File: src/rtl/rxslot_pkg.sv
package rxslot_pkg;
  typedef enum logic [1:0] {
    SLOT_EMPTY   = 2'd0,
    SLOT_LOADED  = 2'd1,
    SLOT_PENDING = 2'd2
  } slot_state_e;

  localparam logic [1:0] FLD_STATE = 2'd0;
  localparam logic [1:0] FLD_BASE  = 2'd1;
  localparam logic [1:0] FLD_COUNT = 2'd2;

  typedef enum logic [2:0] {
    W_IDLE, W_RECV, W_DISC, W_PAD, W_FCS, W_PRE, W_DONE
  } wr_state_e;

  localparam logic [31:0] CRC_POLY = 32'hEDB88320;
  localparam logic [7:0]  PRE_BYTE = 8'h55;
  localparam logic [7:0]  SFD_BYTE = 8'hD5;

  // one byte through a reflected CRC-32, LSB first
  function automatic logic [31:0] crc_byte(input logic [31:0] c, input logic [7:0] d);
    logic [31:0] r;
    r = c ^ {24'h0, d};
    for (int b = 0; b < 8; b++)
      r = r[0] ? ((r >> 1) ^ CRC_POLY) : (r >> 1);
    return r;
  endfunction
endpackage

File: src/rtl/rxslot_crc.sv
module rxslot_crc (
  input  logic        clk,
  input  logic        rst,
  input  logic        start,
  input  logic        en,
  input  logic [7:0]  din,
  output logic [31:0] fcs
);
  import rxslot_pkg::*;
  logic [31:0] acc_q;

  always_ff @(posedge clk) begin
    if (rst)
      acc_q <= '1;
    else if (en)
      acc_q <= crc_byte(start ? 32'hFFFF_FFFF : acc_q, din);
  end

  assign fcs = ~acc_q;
endmodule

File: src/rtl/rxslot_regs.sv
module rxslot_regs #(
  parameter int NSLOT  = 4,
  parameter int SLOT_W = 2,
  parameter int ADDR_W = 32,
  parameter int CNT_W  = 16
) (
  input  logic              clk,
  input  logic              rst,
  input  logic              host_we,
  input  logic [SLOT_W-1:0] host_wslot,
  input  logic [1:0]        host_wfld,
  input  logic [31:0]       host_wdata,
  input  logic [SLOT_W-1:0] host_rslot,
  input  logic [1:0]        host_rfld,
  output logic [31:0]       host_rdata,
  input  logic              cmpl_en,
  input  logic [SLOT_W-1:0] cmpl_slot,
  input  logic [CNT_W-1:0]  cmpl_count,
  input  logic [SLOT_W-1:0] pick_idx,
  output logic [ADDR_W-1:0] pick_base,
  output logic [NSLOT-1:0]  loaded_vec
);
  import rxslot_pkg::*;

  logic [1:0]        st_q   [NSLOT];
  logic [ADDR_W-1:0] base_q [NSLOT];
  logic [CNT_W-1:0]  cnt_q  [NSLOT];

  for (genvar s = 0; s < NSLOT; s++) begin : g_slot
    logic hit_w, hit_c;
    assign hit_w = host_we && (host_wslot == SLOT_W'(s));
    assign hit_c = cmpl_en && (cmpl_slot == SLOT_W'(s));

    always_ff @(posedge clk) begin
      if (rst) begin
        st_q[s]   <= SLOT_EMPTY;
        base_q[s] <= '0;
        cnt_q[s]  <= '0;
      end else if (hit_c) begin
        // completion wins over a host write in the same cycle
        st_q[s]  <= SLOT_PENDING;
        cnt_q[s] <= cmpl_count;
      end else if (hit_w) begin
        case (host_wfld)
          FLD_STATE: st_q[s]   <= host_wdata[1:0];
          FLD_BASE:  base_q[s] <= host_wdata[ADDR_W-1:0];
          FLD_COUNT: cnt_q[s]  <= host_wdata[CNT_W-1:0];
          default: ;
        endcase
      end
    end

    assign loaded_vec[s] = (st_q[s] == SLOT_LOADED);
  end

  assign pick_base = base_q[pick_idx];

  always_ff @(posedge clk) begin
    if (rst)
      host_rdata <= '0;
    else begin
      case (host_rfld)
        FLD_STATE: host_rdata <= {30'h0, st_q[host_rslot]};
        FLD_BASE:  host_rdata <= 32'(base_q[host_rslot]);
        FLD_COUNT: host_rdata <= 32'(cnt_q[host_rslot]);
        default:   host_rdata <= '0;
      endcase
    end
  end
endmodule

File: src/rtl/rxslot_writer.sv
module rxslot_writer #(
  parameter int NSLOT     = 4,
  parameter int SLOT_W    = 2,
  parameter int ADDR_W    = 32,
  parameter int CNT_W     = 16,
  parameter int MIN_PAY   = 60,
  parameter int MAX_FRAME = 1530
) (
  input  logic              clk,
  input  logic              rst,
  input  logic              rx_reset,
  input  logic              in_valid,
  input  logic [7:0]        in_data,
  input  logic              in_last,
  output logic              in_ready,
  input  logic [NSLOT-1:0]  loaded_vec,
  output logic [SLOT_W-1:0] pick_idx,
  input  logic [ADDR_W-1:0] pick_base,
  output logic              mem_we,
  output logic [ADDR_W-1:0] mem_addr,
  output logic [7:0]        mem_wdata,
  output logic              cmpl_en,
  output logic [SLOT_W-1:0] cmpl_slot,
  output logic [CNT_W-1:0]  cmpl_count,
  output logic              wr_idle
);
  import rxslot_pkg::*;

  localparam int MAX_PAY = MAX_FRAME - 12;
  localparam int PAY_W   = $clog2(MAX_PAY + 2);
  localparam int HDR     = 8;

  wr_state_e         st_q;
  logic [PAY_W-1:0]  cnt_q;
  logic [2:0]        k_q;
  logic              ovf_q;
  logic [ADDR_W-1:0] base_q;
  logic [SLOT_W-1:0] slot_q;
  logic              pick_ok;
  logic              fire;
  logic              crc_start, crc_en;
  logic [7:0]        crc_din;
  logic [31:0]       fcs;
  logic [ADDR_W-1:0] pay_ptr;

  // lowest-numbered LOADED slot
  always_comb begin
    pick_ok  = 1'b0;
    pick_idx = '0;
    for (int i = NSLOT - 1; i >= 0; i--) begin
      if (loaded_vec[i]) begin
        pick_ok  = 1'b1;
        pick_idx = SLOT_W'(i);
      end
    end
  end

  always_comb begin
    case (st_q)
      W_IDLE:         in_ready = rx_reset || pick_ok;
      W_RECV, W_DISC: in_ready = 1'b1;
      default:        in_ready = 1'b0;
    endcase
  end

  assign fire    = in_valid && in_ready;
  assign wr_idle = (st_q == W_IDLE);
  assign pay_ptr = base_q + ADDR_W'(HDR) + ADDR_W'(cnt_q);

  always_comb begin
    crc_start = (st_q == W_IDLE);
    crc_din   = (st_q == W_PAD) ? 8'h00 : in_data;
    case (st_q)
      W_IDLE:  crc_en = fire && !rx_reset;
      W_RECV:  crc_en = fire && !ovf_q && (cnt_q < PAY_W'(MAX_PAY));
      W_PAD:   crc_en = 1'b1;
      default: crc_en = 1'b0;
    endcase
  end

  rxslot_crc crc_i (
    .clk(clk), .rst(rst), .start(crc_start), .en(crc_en), .din(crc_din), .fcs(fcs)
  );

  assign cmpl_en    = (st_q == W_DONE);
  assign cmpl_slot  = slot_q;
  assign cmpl_count = CNT_W'(cnt_q) + CNT_W'(12);

  always_ff @(posedge clk) begin
    if (rst) begin
      st_q      <= W_IDLE;
      cnt_q     <= '0;
      k_q       <= '0;
      ovf_q     <= 1'b0;
      base_q    <= '0;
      slot_q    <= '0;
      mem_we    <= 1'b0;
      mem_addr  <= '0;
      mem_wdata <= '0;
    end else begin
      mem_we <= 1'b0;
      case (st_q)
        W_IDLE: if (fire) begin
          if (rx_reset) begin
            st_q <= in_last ? W_IDLE : W_DISC;
          end else begin
            slot_q    <= pick_idx;
            base_q    <= pick_base;
            cnt_q     <= PAY_W'(1);
            ovf_q     <= 1'b0;
            k_q       <= '0;
            mem_we    <= 1'b1;
            mem_addr  <= pick_base + ADDR_W'(HDR);
            mem_wdata <= in_data;
            if (in_last) st_q <= (MIN_PAY > 1) ? W_PAD : W_FCS;
            else         st_q <= W_RECV;
          end
        end
        W_DISC: if (fire && in_last) st_q <= W_IDLE;
        W_RECV: if (fire) begin
          if (cnt_q >= PAY_W'(MAX_PAY)) begin
            ovf_q <= 1'b1;
          end else begin
            mem_we    <= 1'b1;
            mem_addr  <= pay_ptr;
            mem_wdata <= in_data;
            cnt_q     <= cnt_q + 1'b1;
          end
          if (in_last) begin
            if (ovf_q || cnt_q >= PAY_W'(MAX_PAY)) st_q <= W_IDLE;
            else if (cnt_q + 1'b1 < PAY_W'(MIN_PAY)) st_q <= W_PAD;
            else st_q <= W_FCS;
          end
        end
        W_PAD: begin
          mem_we    <= 1'b1;
          mem_addr  <= pay_ptr;
          mem_wdata <= 8'h00;
          cnt_q     <= cnt_q + 1'b1;
          if (cnt_q + 1'b1 >= PAY_W'(MIN_PAY)) st_q <= W_FCS;
        end
        W_FCS: begin
          mem_we   <= 1'b1;
          mem_addr <= pay_ptr + ADDR_W'(k_q);
          case (k_q[1:0])
            2'd0: mem_wdata <= fcs[7:0];
            2'd1: mem_wdata <= fcs[15:8];
            2'd2: mem_wdata <= fcs[23:16];
            default: mem_wdata <= fcs[31:24];
          endcase
          if (k_q == 3'd3) begin
            k_q  <= '0;
            cnt_q <= cnt_q; 
            st_q <= W_PRE;
          end else begin
            k_q <= k_q + 1'b1;
          end
        end
        W_PRE: begin
          mem_we    <= 1'b1;
          mem_addr  <= base_q + ADDR_W'(k_q);
          mem_wdata <= (k_q == 3'd7) ? SFD_BYTE : PRE_BYTE;
          k_q       <= k_q + 1'b1;
          if (k_q == 3'd7) st_q <= W_DONE;
        end
        W_DONE: st_q <= W_IDLE;
        default: st_q <= W_IDLE;
      endcase
    end
  end
endmodule

File: src/rtl/rxslot_mgr.sv
module rxslot_mgr #(
  parameter int NSLOT     = 4,
  parameter int SLOT_W    = $clog2(NSLOT),
  parameter int ADDR_W    = 32,
  parameter int CNT_W     = 16,
  parameter int MIN_PAY   = 60,
  parameter int MAX_FRAME = 1530
) (
  input  logic              clk,
  input  logic              rst,
  input  logic              rx_reset,
  input  logic              in_valid,
  input  logic [7:0]        in_data,
  input  logic              in_last,
  output logic              in_ready,
  input  logic              host_we,
  input  logic [SLOT_W-1:0] host_wslot,
  input  logic [1:0]        host_wfld,
  input  logic [31:0]       host_wdata,
  input  logic [SLOT_W-1:0] host_rslot,
  input  logic [1:0]        host_rfld,
  output logic [31:0]       host_rdata,
  output logic              mem_we,
  output logic [ADDR_W-1:0] mem_addr,
  output logic [7:0]        mem_wdata,
  output logic              rx_irq
);
  logic [NSLOT-1:0]  loaded_vec;
  logic [SLOT_W-1:0] pick_idx;
  logic [ADDR_W-1:0] pick_base;
  logic              cmpl_en;
  logic [SLOT_W-1:0] cmpl_slot;
  logic [CNT_W-1:0]  cmpl_count;
  logic              wr_idle;

  rxslot_regs #(
    .NSLOT(NSLOT), .SLOT_W(SLOT_W), .ADDR_W(ADDR_W), .CNT_W(CNT_W)
  ) regs_i (
    .clk(clk), .rst(rst),
    .host_we(host_we), .host_wslot(host_wslot), .host_wfld(host_wfld), .host_wdata(host_wdata),
    .host_rslot(host_rslot), .host_rfld(host_rfld), .host_rdata(host_rdata),
    .cmpl_en(cmpl_en), .cmpl_slot(cmpl_slot), .cmpl_count(cmpl_count),
    .pick_idx(pick_idx), .pick_base(pick_base), .loaded_vec(loaded_vec)
  );

  rxslot_writer #(
    .NSLOT(NSLOT), .SLOT_W(SLOT_W), .ADDR_W(ADDR_W), .CNT_W(CNT_W),
    .MIN_PAY(MIN_PAY), .MAX_FRAME(MAX_FRAME)
  ) wr_i (
    .clk(clk), .rst(rst), .rx_reset(rx_reset),
    .in_valid(in_valid), .in_data(in_data), .in_last(in_last), .in_ready(in_ready),
    .loaded_vec(loaded_vec), .pick_idx(pick_idx), .pick_base(pick_base),
    .mem_we(mem_we), .mem_addr(mem_addr), .mem_wdata(mem_wdata),
    .cmpl_en(cmpl_en), .cmpl_slot(cmpl_slot), .cmpl_count(cmpl_count),
    .wr_idle(wr_idle)
  );

  always_ff @(posedge clk) begin
    if (rst) rx_irq <= 1'b0;
    else     rx_irq <= cmpl_en;
  end
endmodule

File: config.mk
export PLATFORM = sky130hd
export DESIGN_NAME = rxslot_mgr
export DESIGN_NICKNAME = d
export VERILOG_FILES = /design/src/rtl/rxslot_pkg.sv /design/src/rtl/rxslot_crc.sv /design/src/rtl/rxslot_regs.sv /design/src/rtl/rxslot_writer.sv /design/src/rtl/rxslot_mgr.sv
export SDC_FILE = /design/constraint.sdc
export NUM_CORES = 1
export LEC_CHECK = 0
export ABC_AREA = 1
export BUFFER_PORTS_ARGS = -buffer_cell sky130_fd_sc_hd__buf_2
export CORE_MARGIN = 3
export CORE_UTILIZATION = 50
export DETAILED_ROUTE_END_ITERATION = 16
export PLACE_DENSITY = 0.75
export REMOVE_ABC_BUFFERS = 1
export SLEW_MARGIN = 20
export SYNTH_ARGS = -nofsm -noshare
export SYNTH_HDL_FRONTEND = slang
export SYNTH_SLANG_ARGS = --single-unit
File: constraint.sdc
create_clock -name clk -period 8.95 [get_ports clk]
set_input_delay 0.895 -clock clk [delete_from_list [all_inputs] [get_ports clk]]
set_output_delay 0.895 -clock clk [all_outputs]
set_load 0.01 [all_outputs]
==> results of run 1 <==
==> state kept, by name (all words and copies together) (netlist names), 8 cells and up <==
| register | flops |
|---|---|
| wr_i.mem_wdata | 8 |
| regs_i.cnt_q | 64 |
| wr_i.base_q | 32 |
| wr_i.crc_i.acc_q | 32 |
| regs_i.host_rdata | 32 |
| wr_i.cnt_q | 11 |
| wr_i.mem_addr | 32 |
| regs_i.st_q | 8 |
| regs_i.base_q | 128 |
==> cells in the final DEF, fill, tap and decap left out, drive strengths merged, types with 37 or more instances in the layout <==
cell,count
edfxtp,200
nand4,37
nand3,267
nand2,701
clkbuf,56
o21ai,273
xor2,66
a21oi,167
nor2,470
o22ai,84
ha,37
inv,321
buf,154
dfxtp,158
==> Yosys cell counts, types with 4 or more instances <==
cell type	n	share of area (%)
nand4_1	37	1.1
xor2_2	7	0.52
a41oi_1	6	0.24
xnor2_1	7	0.28
inv_1	313	5.3
clkbuf_1	119	2.0
o21ai_0	261	5.9
or2_1	4	0.11
clkinv_1	4	0.068
nand2_2	6	0.17
a21oi_1	166	3.8
nand2_1	691	12
buf_2	16	0.36
o221ai_1	8	0.32
nand3b_1	4	0.14
nand2_4	4	0.20
nor3_1	20	0.45
xnor2_2	4	0.30
xor2_1	59	2.3
a31oi_1	18	0.51
nand3_1	265	6.0
o21ai_1	11	0.25
o22ai_1	84	2.4
a221oi_1	4	0.16
nor2_1	457	7.8
dfxtp_1	158	14
inv_2	6	0.10
ha_1	37	2.1
and2_1	5	0.14
o211ai_1	29	0.99
a211oi_1	14	0.48
o21bai_1	4	0.14
nor2_2	9	0.26
edfxtp_1	200	27
or2_2	9	0.26
buf_1	9	0.15
==> power breakdown <==
group	leakage, nW	internal [mW]	switching, mW
Combinational	6.55	0.759	1.71
Sequential	3.40	2.00	0.224
Clock	0.645	0.965	0.701
==> kinds of logic (layout without fill, tap and decap cells) <==
family                   count (synthesis)  count (layout)
AND/OR/NAND/NOR                       1521            1521
buffers and inverters                  470             552
flip-flops                             358             358
adder cells (fa/ha/maj)                 39              39
AO/OA/AOI/OAI                          611             611
XOR/XNOR                                79              79
==> cell type report <==
class                   instances  area (um2)
clock buffers                  56        1154
clock inverters                18       167.7
fillers                      4047       18840
inverters                     324        1221
multi-input cells            2250       11140
flip-flops and latches        358        9169
well taps                     585       732.0
repair buffers                154       842.1
==> path summary, 6_finish.rpt <==
check,endpoint,cells after the start
worst max-delay path,wr_i.mem_addr[13],21
worst min-delay path,wr_i.mem_addr[3],2
worst max register to register,wr_i.mem_addr[13],21
worst min register to register,wr_i.mem_addr[3],2
==> critical path, cell delays in order (launching register included) <==
cell and delay, ns:
edfxtp_1 0.38, inv_1 0.06, nand2_1 0.10, o21ai_4 0.15, buf_4 0.37, nand2_2 0.40
buf_4 0.45, inv_1 0.39, nand2_1 0.09, nand2_1 0.07, nand2_1 0.05, nand2_1 0.24
ha_1 0.28, nand3_1 0.17, nor2_1 0.37, nand2_1 0.16, clkinv_1 0.12, nand2_1 0.05
nand3_1 0.06, nand3_1 0.10, o211ai_1 0.11, inv_1 0.07
==> per-layer routing <==
metal	vias up	wire length (um)
met1	10210	29730
met3	162	6676
met4	2	2511
li1	10370	-
met5	-	14
met2	1122	33590
==> metrics by stage <==
step                util [%]  cells  total power [mW]  area (um2)  hold WS (ns)
floorplan                  -   2932             3.834       21460        0.4452
global placement       53.38   3671             4.613       23100        0.4644
detailed placement     53.38   3671             4.649       23100        0.4664
CTS                    56.43   3745             6.319       24420        0.4751
global route           56.45   3745             6.728       24420        0.5059
finish                 56.45   3745             6.363       24420        0.4760
==> flow_metrics.tcl, run 1 <==
set metrics [dict create \
    synthSimpleGateAreaFrac_pct 28.85 \
    syn-mean-instance-area_um2 7.162 \
    die_w_um 216.0 \
    synth_xor_area_share_pct 3.684 \
    cp-end-kind "flop" \
    finalMaxSlewViolations 0 \
    port-buffer-count 128 \
    crit_type "flop to flop" \
    finalWirelength_um 72520 \
    antenna_cells 0 \
    hold_viol 0 \
    start_util_pct 50.95 \
    maxClockFrequency_mhz 227.9 \
    clock_path_buffers 3 \
    grtUsageMet3_pct 4.252 \
    synth_edf_count 200 \
    syn-cell-area_mm2 0.02204 \
    drive_gt1_share_pct 8.829 \
    layout.nets 3222 \
    p_leak_nw 10.59 \
    grt_pass1_wl_um 112400 \
    synthAdderAreaFrac_pct 2.282 \
    synth_top_family_by_area "simple AND/OR/NAND/NOR gates" \
    timing.final.ws_setup_ns 4.561 \
    cap_violations 0 \
    yosys_warnings 0 \
    hp-start "wr_i.mem_addr[3]" \
    synth.distinct_cells 54 \
    grt.total_usage_pct 30.11 \
    clock_sinks 358 \
    r2r-start "regs_i.st_q[3][1]" \
    ys_async_sr_fraction_pct 0 \
    root_buffer "clkbuf_16" \
    ios 129 \
    grtUsageMet1_pct 41.01 \
    setup_tns_ns 0 \
    synthCells 3078 \
    gp_congestion 0.9734 \
    rows 76 \
    via_per_inst 5.838 \
    worstPathArrival_ns 4.85 \
    synthMuxAreaShare_pct 0 \
    postCtsSetupBuffers 0 \
    startpoint_type "flop" \
    via_count 21860 \
    r2r_setup_slack_ns 4.56 \
    die-area_mm2 0.04664 \
    drc 0 \
    insertion_delay_ns 0.58 \
    fin_crit_sh_pct 49.03 \
    synth_flop_cell "edfxtp_1" \
    core_mm2 0.04327 \
    worstMarginPinSlew_ns 1.024 \
    crit_fanout 65 \
    cp-startpoint "regs_i.st_q[3][1]" \
    drt_iter0_markers 2348 \
    max-slew-margin-rel_pct 31.30 \
    htree_levels 2 \
    syn_to_final_growth_pct 10.79 \
    rsz0062_at_grt "no" \
    grt_remaining_overflow 0 \
    finalSetupViolations 0 \
    dpl.hpwl_um 49660 \
    worstHoldPathType "flop to flop" \
    cts_resized 0 \
    cts.clk_slew.worst_paths_ns 0.06 \
    p_per_area_mw_per_mm2 260.5 \
    status "finished, final reports clean" \
    wl_per_cell_um 19.36 \
    gr-usage-met2_pct 48.76 \
    pre_cts_slack_ns 4.656 \
    grt_busiest_layer "met2" \
    cts-hold-fix-buffers 0 \
    required_ns 9.41 \
    dr.pass1.iters 6 \
    ys_ff_latch 358 \
    period_minus_slack_ns 4.389 \
    clock_skew_ns 0.02169 \
    die-height_um 216.0 \
    ir_worst_vdd_mv 0.1833 \
    synth-compound-area-share_pct 15.43 \
    cts_tree "done" \
    cts_made_buffers 41 \
    final_antenna_net_count 0 \
    grt_max_degree 107 \
    grt_pass1_vias 20600 \
    antenna_found_initial 1 \
    yosysSeqAreaShare_pct 41.59 \
]
(Power assumes the default switching activity.)
==> run 2: changes to the inputs <==
ABC_AREA = 0   (was 1)
clock period = 4.4 ns   (was 8.95 ns; I/O delays follow)
==> flow_metrics.tcl, run 2 <==
set metrics [dict create \
    status "finished, final reports clean" \
    ios 129 \
    synthCells 2086 \
    wl_per_cell_um 21.77 \
    grt.total_usage_pct 26.60 \
    grt_busiest_layer "met2" \
    drc 0 \
    top_register "regs_i.base_q" \
    period_minus_slack_ns 4.247 \
    clock_skew_ns 0.01284 \
    finalWirelength_um 59760 \
    largest_reg_flops 128 \
    yosysSeqAreaShare_pct 43.75 \
    cts-hold-fix-buffers 0 \
    worstPathArrival_ns 4.67 \
    die_w_um 210.7 \
    reg_top3 "regs_i.base_q (128), regs_i.cnt_q (64)" \
    root_buffer "clkbuf_16" \
    cp-end-kind "flop" \
    yosys_warnings 0 \
    clock_path_buffers 3 \
    p_per_area_mw_per_mm2 460.4 \
    crit_type "flop to flop" \
    finalMaxSlewViolations 0 \
    grt_remaining_overflow 0 \
    grt_pass1_vias 16230 \
    placed_cell_area_mm2 0.02228 \
    syn-cell-area_mm2 0.02096 \
    required_ns 4.83 \
    cts_made_buffers 41 \
    r2r_setup_slack_ns 0.15 \
    rows 74 \
    cap_violations 0 \
    syn-mean-instance-area_um2 10.05 \
    gr-usage-met2_pct 43.37 \
    drive_gt1_share_pct 18.17 \
    via_count 16730 \
    cts_tree "done" \
    maxClockFrequency_mhz 235.5 \
    antenna_found_initial 1 \
    grtUsageMet3_pct 3.639 \
    synth_top_area_share_pct 28.66 \
    finalSetupViolations 0 \
    port-buffer-count 128 \
    synth.most_common_cell "nor2_1" \
    core_mm2 0.04111 \
    layout_commonest_cell "nor2_1" \
    worstHoldPathType "input pin to flop" \
    layout.nets 2273 \
    die-area_mm2 0.04441 \
    dpl.hpwl_um 41700 \
    setup_tns_ns 0 \
    die-height_um 210.7 \
    htree_levels 2 \
    ir_worst_vdd_mv 0.3430 \
    gp_congestion 0.9298 \
    ys_ff_latch 358 \
    synth_edf_count 200 \
    worstMarginPinSlew_ns 1.130 \
    p_leak_nw 8.780 \
    final_cell_mix "215 x nor2_1, 209 x nand2_1, 200 x edfxtp_1, 158 x dfxtp_1, 151 x and2_1" \
    synth_flop_cell "edfxtp_1" \
    grt_pass1_wl_um 93190 \
    syn_to_final_growth_pct 12.92 \
    yosysTopAreaCell "edfxtp_1" \
    ys_async_sr_fraction_pct 0 \
    clock_sinks 358 \
    grt_max_degree 80 \
    drt_iter0_markers 2058 \
    max-slew-margin-rel_pct 24.62 \
    dr.pass1.iters 8 \
    crit_fanout 8 \
    synth_area_leaders "edfxtp_1 29%, dfxtp_1 15%, mux4_2 8.1%" \
    final_antenna_net_count 0 \
    fin_area_mm2 0.02367 \
    grtUsageMet1_pct 37.69 \
    hold_viol 0 \
    via_per_inst 6.096 \
    antenna_cells 0 \
    insertion_delay_ns 0.58 \
    synth_common_cells "216 x nor2_1, 209 x nand2_1, 200 x edfxtp_1, 158 x dfxtp_1, 151 x and2_1" \
    synth.distinct_cells 93 \
    cts.clk_slew.worst_paths_ns 0.06 \
    fin_crit_sh_pct 96.52 \
    startpoint_type "flop" \
    start_util_pct 50.98 \
]
-- run 2: cell count changes in the layout (fill, tap and decap cells not counted), sizes merged, moves of 22 or more --
cell | previous run | this run
and2 | 5 | 152
nor2 | 470 | 217
xnor2 | 13 | 103
o211ai | 30 | 6
o21ai | 273 | 83
inv | 321 | 28
a21oi | 167 | 107
o22ai | 84 | 16
mux4 | 0 | 76
nor2b | 0 | 36
nand2 | 701 | 210
buf | 154 | 197
a211o | 0 | 22
nand3 | 267 | 44
-- run 2: worst paths after layout --
| check | to | startpoint | depth (start not counted) |
|---|---|---|---|
| min | wr_i.mem_wdata[3] | in_data[3] | 3 |
| max reg2reg | wr_i.mem_addr[28] | wr_i.cnt_q[3] | 16 |
| min reg2reg | wr_i.mem_wdata[6] | wr_i.mem_wdata[6] | 2 |
| max | wr_i.mem_addr[28] | wr_i.cnt_q[3] | 16 |
-- run 2: through the flow --
step | hold WS, ns | std cells | power, mW | worst slack (ns) | util [%]
final | 0.1582 | 2745 | 10.89 | 0.1530 | 57.57
after global routing | 0.1494 | 2745 | 11.43 | -0.01514 | 57.57
after CTS | 0.1352 | 2743 | 10.93 | 0.04661 | 57.50
after detailed placement | 0.4531 | 2667 | 7.459 | 0.05402 | 54.18
after global placement | 0.4447 | 2667 | 7.392 | 0.2314 | 54.18
after floorplan | 0.4426 | 1940 | 6.389 | -0.1468 | -
-- run 2: kinds of logic after synthesis --
family | Yosys count | share of synthesized area (%)
XOR/XNOR | 186 | 7.881
buffers and inverters | 173 | 3.421
adder cells (fa/ha/maj) | 39 | 2.400
multiplexers | 100 | 9.391
flip-flops | 358 | 43.75
AND/OR/NAND/NOR | 836 | 20.39
AO/OA/AOI/OAI | 394 | 12.76
-- run 2: layout make-up --
type                            instances  area (um2)
Fill cell                            3535       17440
Multi-Input combinational cell       1555       11130
Sequential cell                       358        9169
Timing Repair Buffer                  197        1239
Clock buffer                           57        1156
Tap cell                              532       665.6
Clock inverter                         19       205.2
Inverter                               27       101.3
-- run 2: what timing repair did --
item                       CTS  global route
setup endpoints to repair    0            14
hold endpoints to repair     0             0
buffers inserted             0             2
gates resized for setup      0             3
-- run 2: where the power goes --
part           switching (mW)  total (mW)  leakage, nW  internal (mW)
sequential              0.306        4.24         3.38           3.93
combinational            1.89        3.20         4.74           1.31
clock                    1.47        3.45        0.667           1.98
total                    3.67        10.9         8.78           7.22
-- run 2: worst max-delay path: stages (launching register included) --
cell	delay, ns
dfxtp_1	0.47
inv_1	0.18
ha_1	0.31
inv_1	0.04
ha_1	0.37
a211oi_4	0.31
o31ai_4	0.11
buf_4	0.17
a211o_1	0.32
a2111oi_1	0.46
a211o_1	0.25
nand3b_1	0.23
nor4_4	0.30
buf_4	0.19
nand4b_1	0.12
xnor2_1	0.16
o32ai_1	0.10
-- run 2: metal layers --
metal  vias to the layer above  wire length, um  part of all wire (%)
li1                       7723                -                     -
met1                      8073            24900                    42
met2                       824            28370                    47
met3                       111             5171                   8.7
met4                         2             1306                   2.2
met5                         -                9                 0.015
